<file path="src/rtl/cmq_regfront.sv">
module cmq_regfront #(
  parameter int DEPTH = 4,
  parameter int NWAY  = 8,
  parameter int AW    = 3
) (
  input  logic            clk,
  input  logic            rst_n,
  input  logic            wr_en,
  input  logic            rd_en,
  input  logic [AW-1:0]   addr,
  input  logic [31:0]     wdata,
  output logic [31:0]     rdata,
  output logic            rd_ack,
  output logic            ex_valid,
  input  logic            ex_ready,
  output logic [2:0]      ex_op,
  output logic [1:0]      ex_scope,
  output logic [1:0]      ex_tid,
  output logic            ex_notify,
  output logic            ex_ctl,
  output logic [31:0]     ex_addr,
  output logic [31:0]     ex_size,
  output logic [NWAY-1:0] ex_ways,
  input  logic            ex_done,
  input  logic            ex_err,
  output logic            prim_valid,
  output logic [3:0]      prim_code,
  input  logic            prim_done
);

  localparam int PW = $clog2(DEPTH);
  localparam int CW = PW + 1;
  localparam int EW = 9 + 64 + NWAY;
  localparam logic [CW-1:0] FULL = CW'(DEPTH);
  localparam logic [PW-1:0] LAST = PW'(DEPTH - 1);

  localparam logic [AW-1:0] A_MODE  = AW'(0);
  localparam logic [AW-1:0] A_START = AW'(1);
  localparam logic [AW-1:0] A_SIZE  = AW'(2);
  localparam logic [AW-1:0] A_WAYS  = AW'(3);
  localparam logic [AW-1:0] A_SETST = AW'(4);
  localparam logic [AW-1:0] A_QSTAT = AW'(5);
  localparam logic [AW-1:0] A_PRIM  = AW'(6);

  logic [31:0]     mode_q, start_q, size_q;
  logic [NWAY-1:0] ways_q;
  logic            armed_q;
  logic            fail_f, ovf_f, end_f, err_f;
  logic            fly, fly_notify;
  logic [EW-1:0]   mem [DEPTH];
  logic [PW-1:0]   wp, rp;
  logic [CW-1:0]   cnt;
  logic            prim_busy;
  logic [3:0]      pcode_q;
  logic            rd_hold;
  logic [AW-1:0]   rd_sel;

  logic wr_mode, wr_start, wr_size, wr_ways, wr_qstat, wr_prim;
  assign wr_mode  = wr_en && addr == A_MODE;
  assign wr_start = wr_en && addr == A_START;
  assign wr_size  = wr_en && addr == A_SIZE;
  assign wr_ways  = wr_en && addr == A_WAYS;
  assign wr_qstat = wr_en && addr == A_QSTAT;
  assign wr_prim  = wr_en && addr == A_PRIM;

  logic [31:0]     mode_n, start_n, size_n;
  logic [NWAY-1:0] ways_n;
  assign mode_n  = wr_mode  ? wdata : mode_q;
  assign start_n = wr_start ? wdata : start_q;
  assign size_n  = wr_size  ? wdata : size_q;
  assign ways_n  = wr_ways  ? wdata[NWAY-1:0] : ways_q;

  logic [1:0] scope_n, tid_n;
  logic       need_w, need_r, whole, bad_scope, armed_n;
  assign scope_n   = mode_n[18:17];
  assign tid_n     = mode_n[22:21];
  assign need_w    = scope_n == 2'd2 || tid_n == 2'd2;
  assign need_r    = scope_n == 2'd0;
  assign whole     = scope_n == 2'd1;
  assign bad_scope = wr_mode && scope_n == 2'd3;
  assign armed_n   = wr_mode ? !bad_scope : armed_q;

  logic trig, zero_sz, push, ovf_ev, fail_ev, pop;
  assign trig    = armed_n && (need_w ? wr_ways :
                               need_r ? wr_size :
                               (whole && wr_mode));
  assign zero_sz = trig && need_r && size_n == 32'd0;
  assign push    = trig && !zero_sz && cnt != FULL;
  assign ovf_ev  = trig && !zero_sz && cnt == FULL;
  assign fail_ev = bad_scope || zero_sz;

  logic [EW-1:0] entry, head;
  assign entry = {mode_n[14], mode_n[15], mode_n[22:21], mode_n[18:17],
                  mode_n[2:0], start_n, size_n, ways_n};
  assign head  = mem[rp];
  assign {ex_ctl, ex_notify, ex_tid, ex_scope, ex_op,
          ex_addr, ex_size, ex_ways} = head;

  assign ex_valid = cnt != '0 && !fly;
  assign pop      = ex_valid && ex_ready;

  always_ff @(posedge clk or negedge rst_n) begin
    if (!rst_n) begin
      mode_q  <= '0;
      start_q <= '0;
      size_q  <= '0;
      ways_q  <= '0;
      armed_q <= 1'b0;
    end else begin
      mode_q  <= mode_n;
      start_q <= start_n;
      size_q  <= size_n;
      ways_q  <= ways_n;
      armed_q <= trig ? 1'b0 : armed_n;
    end
  end

  always_ff @(posedge clk or negedge rst_n) begin
    if (!rst_n) begin
      fail_f <= 1'b0;
      ovf_f  <= 1'b0;
    end else if (wr_mode || fail_ev || ovf_ev) begin
      fail_f <= fail_ev || (fail_f && !wr_mode);
      ovf_f  <= ovf_ev  || (ovf_f  && !wr_mode);
    end
  end

  always_ff @(posedge clk or negedge rst_n) begin
    if (!rst_n) begin
      for (int i = 0; i < DEPTH; i++) mem[i] <= '0;
      wp  <= '0;
      rp  <= '0;
      cnt <= '0;
    end else begin
      if (push) begin
        mem[wp] <= entry;
        wp <= (wp == LAST) ? '0 : wp + 1'b1;
      end
      if (pop) rp <= (rp == LAST) ? '0 : rp + 1'b1;
      cnt <= cnt + CW'(push) - CW'(pop);
    end
  end

  logic finish;
  assign finish = fly && ex_done;

  always_ff @(posedge clk or negedge rst_n) begin
    if (!rst_n) begin
      fly        <= 1'b0;
      fly_notify <= 1'b0;
      end_f      <= 1'b0;
      err_f      <= 1'b0;
    end else begin
      if (pop) begin
        fly        <= 1'b1;
        fly_notify <= ex_notify;
      end else if (finish) begin
        fly <= 1'b0;
      end
      if (finish && fly_notify)     end_f <= 1'b1;
      else if (wr_qstat && wdata[2]) end_f <= 1'b0;
      if (finish && ex_err)          err_f <= 1'b1;
      else if (wr_qstat && wdata[1]) err_f <= 1'b0;
    end
  end

  logic prim_ok;
  assign prim_ok = wdata == 32'd0 || wdata == 32'd1 || wdata == 32'd2 ||
                   wdata == 32'd8 || wdata == 32'd9;

  always_ff @(posedge clk or negedge rst_n) begin
    if (!rst_n) begin
      prim_busy <= 1'b0;
      pcode_q   <= '0;
    end else if (prim_busy) begin
      if (prim_done) prim_busy <= 1'b0;
    end else if (wr_prim && prim_ok) begin
      prim_busy <= 1'b1;
      pcode_q   <= wdata[3:0];
    end
  end

  assign prim_valid = prim_busy;
  assign prim_code  = pcode_q;

  logic [AW-1:0] rd_eff;
  logic          rd_go, rd_stall;
  logic [31:0]   rmux;
  assign rd_eff   = rd_hold ? rd_sel : addr;
  assign rd_go    = rd_en || rd_hold;
  assign rd_stall = rd_eff == A_PRIM && prim_busy;

  always_comb begin
    case (rd_eff)
      A_MODE:  rmux = mode_q;
      A_START: rmux = start_q;
      A_SIZE:  rmux = size_q;
      A_WAYS:  rmux = {{(32-NWAY){1'b0}}, ways_q};
      A_SETST: rmux = {30'd0, fail_f, ovf_f};
      A_QSTAT: rmux = {29'd0, end_f, err_f, cnt != '0 || fly};
      A_PRIM:  rmux = {28'd0, pcode_q};
      default: rmux = 32'd0;
    endcase
  end

  always_ff @(posedge clk or negedge rst_n) begin
    if (!rst_n) begin
      rd_ack  <= 1'b0;
      rdata   <= '0;
      rd_hold <= 1'b0;
      rd_sel  <= '0;
    end else begin
      rd_ack <= 1'b0;
      if (rd_go && !rd_stall) begin
        rd_ack  <= 1'b1;
        rdata   <= rmux;
        rd_hold <= 1'b0;
      end else if (rd_go) begin
        rd_hold <= 1'b1;
        rd_sel  <= rd_eff;
      end
    end
  end

endmodule


</file>
<file path="config.mk">
export PLATFORM = sky130hd
export DESIGN_NAME = cmq_regfront
export DESIGN_NICKNAME = d
export VERILOG_FILES = /design/src/rtl/cmq_regfront.sv
export SDC_FILE = /design/constraint.sdc
export NUM_CORES = 1
export LEC_CHECK = 0
export ABC_AREA = 1
export BUFFER_PORTS_ARGS = -buffer_cell sky130_fd_sc_hd__buf_4
export CAP_MARGIN = 10
export CORE_MARGIN = 4
export CORE_UTILIZATION = 35
export CTS_CLUSTER_SIZE = 10
export DETAILED_ROUTE_END_ITERATION = 8
export GPL_TIMING_DRIVEN = 0
export PLACE_DENSITY = 0.49
export SYNTH_ARGS = -nofsm -noshare
export SYNTH_HDL_FRONTEND = slang
export SYNTH_SLANG_ARGS = --single-unit
</file>
<file path="constraint.sdc">
create_clock -name clk -period 5.6 [get_ports clk]
set_clock_uncertainty 0.1 [all_clocks]
set_input_delay 0.56 -clock clk [delete_from_list [all_inputs] [get_ports clk]]
set_output_delay 0.56 -clock clk [all_outputs]
set_load 0.1 [all_outputs]
</file>
==> flow_summary_export.csv <==
group,metric,value,unit
outcome,status,"finished, final reports clean",
route,drtAntennaViolNets,0,
hold_path,hold_start,"ex_done",
critical_path,max_stage_delay,1020,ps
critical_path,cp_cell_sequence,"clkbuf_1, clkbuf_1, clkbuf_1, nor2_1, o22ai_1, buf_4",
logic_synthesis,ys_top_cells_by_area,"dfrtp_1 (56%), nand2_1 (22%), o21ai_0 (5.0%)",
critical_path,crit_top_cell,"clkbuf_1",
finish,finalNonFillerCells,3708,
clocking,clockBufferDepth,3,
grt,grt_max_degree,117,
place,io_buffers,162,
critical_path,crit_path_max_fanout,10,
hold_path,hold_class,"in -> reg",
pwr,leakage,0.0134,uW
logic_synthesis,synthCells,2684,
logic_synthesis,syn_area,21500,um^2
route,wl,80.4,mm
clocking,cts_root_buf,"clkbuf_16",
place,dp_cells,3633,
route,drc_errors,0,
timing,worst_pin_slew,1290,ps
route,routedWlPerCell,21.7,um
logic_synthesis,avgSynthCellArea,8.01,um^2
timing,rsz0062_at_grt,"no",
route,viasPerCell,5.20,
clocking,clkTransAtPathRegs,60,ps
logic_synthesis,synthDistinctLibCells,37,
pwr,peakVddDrop,0.776,mV
logic_synthesis,synth.yosys.seq_area_share,0.564,
clocking,clkSinkCount,484,
finish,final_common_cell,"nand2_1",
timing,post-route-min-period,4990,ps
place,dp_hpwl,56.2,mm
place,gp_congestion,0.913,
finish,nNetsFinal,2961,
timing,min_period_over_period,0.891,
die,die_x,256,um
critical_path,setup.worst_path.start,"rp[0]",
grt,grt_overflow,0,
logic_synthesis,ys_ff_latch,484,
clocking,cts_resized,0,
critical_path,cp-end-kind,"primary output",
die,die_h,256,um
pwr,finalPower,16900,uW
pwr,p_sw_frac,0.512,
logic_synthesis,yosys.area.top_type,"dfrtp_1",
finish,num_antenna_cells,0,
clocking,cts_inserted_buffers,56,
run,cap_violations,0,
clocking,clk-insertion-delay-late,610,ps
critical_path,cp.required,4940,ps
die,start_util,0.355,
logic_synthesis,ys_warn_count,0,
pwr,p_seq_frac,0.307,
logic_synthesis,syn_nets,2735,
finish,drive_gt1_frac,0.108,
timing,final_max_slew_viol_count,0,
die,rows,90,
critical_path,cp.arrival,4330,ps
finish,area_delta_synth_final,18.0,%
route,drtPass1Iterations,6,
route,num_vias,19267,
grt,track_usage,0.242,
critical_path,r2r_start,"rd_hold",
timing,max_freq,0.200,GHz
die,die_area,65400,um^2
pwr,p_per_area,664,nW/um^2
timing,setup_viol,0,
critical_path,crit_type,"reg -> out",
logic_synthesis,yosys.area.top_type_share,0.564,
route,drt_iter0_drc,2024,
pwr,p_clk_frac,0.194,
die,io_pins,163,
pwr,power.switching,8620,uW
timing,hold_viol,0,
finish,utilization,0.419,
die,fp.coreArea,60600,um^2
pwr,p_comb_frac,0.499,
grt,grt_pass1_wl,122,mm
grt,antenna_found_initial,1,
clocking,cts_tree,"built",
pwr,p_int,8230,uW
critical_path,worst_setup_path_start_kind,"flop",
grt,grt_pass1_vias,18826,
clocking,htreeDepth,2,
finish,layout_common_cells,"nand2_1 (1264), dfrtp_1 (484), o21ai_0 (215)",
timing,slew_headroom,0.138,
critical_path,crit_path_top_delay_cell,"clkbuf_1",
[final cells by class]
type,count,area (um^2)
fillers,6182,35200
inverters,108,405
plain buffers,150,653
well taps,782,978
clock buffers,71,1510
repair buffers,168,1370
flip-flops and latches,484,12100
clock inverters,3,15.0
multi-input cells,1942,8320
[power groups by stage]
| stage | combinational, uW | clock (uW) | sequential, uW |
|---|---|---|---|
| after floorplan | 5950 | 0 | 5340 |
| after global placement | 8360 | 0 | 5180 |
| after detailed placement | 8430 | 0 | 5200 |
| after CTS | 8450 | 3350 | 5160 |
| after global routing | 8920 | 3490 | 5300 |
| final | 8400 | 3270 | 5180 |
[stage by stage]
stage	hold slack [ps]	setup TNS, ps	instance area (um^2)	setup slack (ps)
after CTS	23.8	0	25400	767
after global placement	356	-676450	23700	-1470
after global routing	54.6	0	25400	646
after detailed placement	355	0	23800	1380
final	49.8	0	25400	610
after floorplan	164	0	21500	2170
[final timing paths]
| check | cells past startpoint | slack, ps | to |
|---|---|---|---|
| worst min register to register | 2 | 370 | mem[180] |
| max in group asynchronous | 4 | 3680 | mem[267] |
| worst max register to register | 10 | 2350 | rdata[1] |
| worst max-delay path | 6 | 610 | ex_addr[29] |
| worst min-delay path | 2 | 50 | fly |
| min in group asynchronous | 2 | 350 | mem[3] |
[metal layers]
| layer | up-vias | global-route usage | share of wire |
|---|---|---|---|
| met2 | 717 | 0.360 | 0.43 |
| met3 | 161 | 0.0440 | 0.075 |
| met4 | 0 | 0.105 | 0.048 |
| li1 | 8948 | - | - |
| met5 | - | 0 | 0 |
| met1 | 9441 | 0.347 | 0.44 |
[cells by family (layout without fill, tap and decap cells)]
kind of cell / Yosys count / count (layout) / share of synthesized area
xor+xnor: 2 / 2 / 0.000815
simple gates: 1535 / 1535 / 0.278
buf+inv: 258 / 500 / 0.0493
fa+ha+maj: 8 / 8 / 0.00501
compound gates: 397 / 397 / 0.104
flops: 484 / 484 / 0.564
[flip-flops by register name, summed over array words and instances, names as in the netlist, 3 cells and up]
| register | count |
|---|---|
| mem | 324 |
| start_q | 32 |
| cnt | 3 |
| rdata | 32 |
| prim_code | 4 |
| ways_q | 8 |
| size_q | 32 |
| rd_sel | 3 |
| mode_q | 32 |
[Yosys cell counts (all sizes together)]
cell / count
nand2: 1270
o21ai: 272
a21o: 4
or2: 2
a32oi: 1
o22a: 1
nor2: 205
a21oi: 8
xnor2: 2
a22o: 1
nor3: 2
nand4: 10
a22oi: 12
fa: 1
buf: 51
a211oi: 2
nor4: 6
a221oi: 11
nand3: 39
nand3b: 1
clkbuf: 99
inv: 105
dfrtp: 484
ha: 7
o22ai: 85
clkinv: 3
[critical path: cells and delay by family, from the launching register on]
family                 cells  cell delay [ps]
flip-flops                 1              370
AO/OA/AOI/OAI              1              330
AND/OR/NAND/NOR            1              160
buffers and inverters      4             2830
[repair_timing]
action / CTS / global route
hold buffers: 1 / 0
endpoints found under the hold margin: 46 / 0
setup buffers: 0 / 0
No activity file was read; power rests on OpenSTA's default activity.
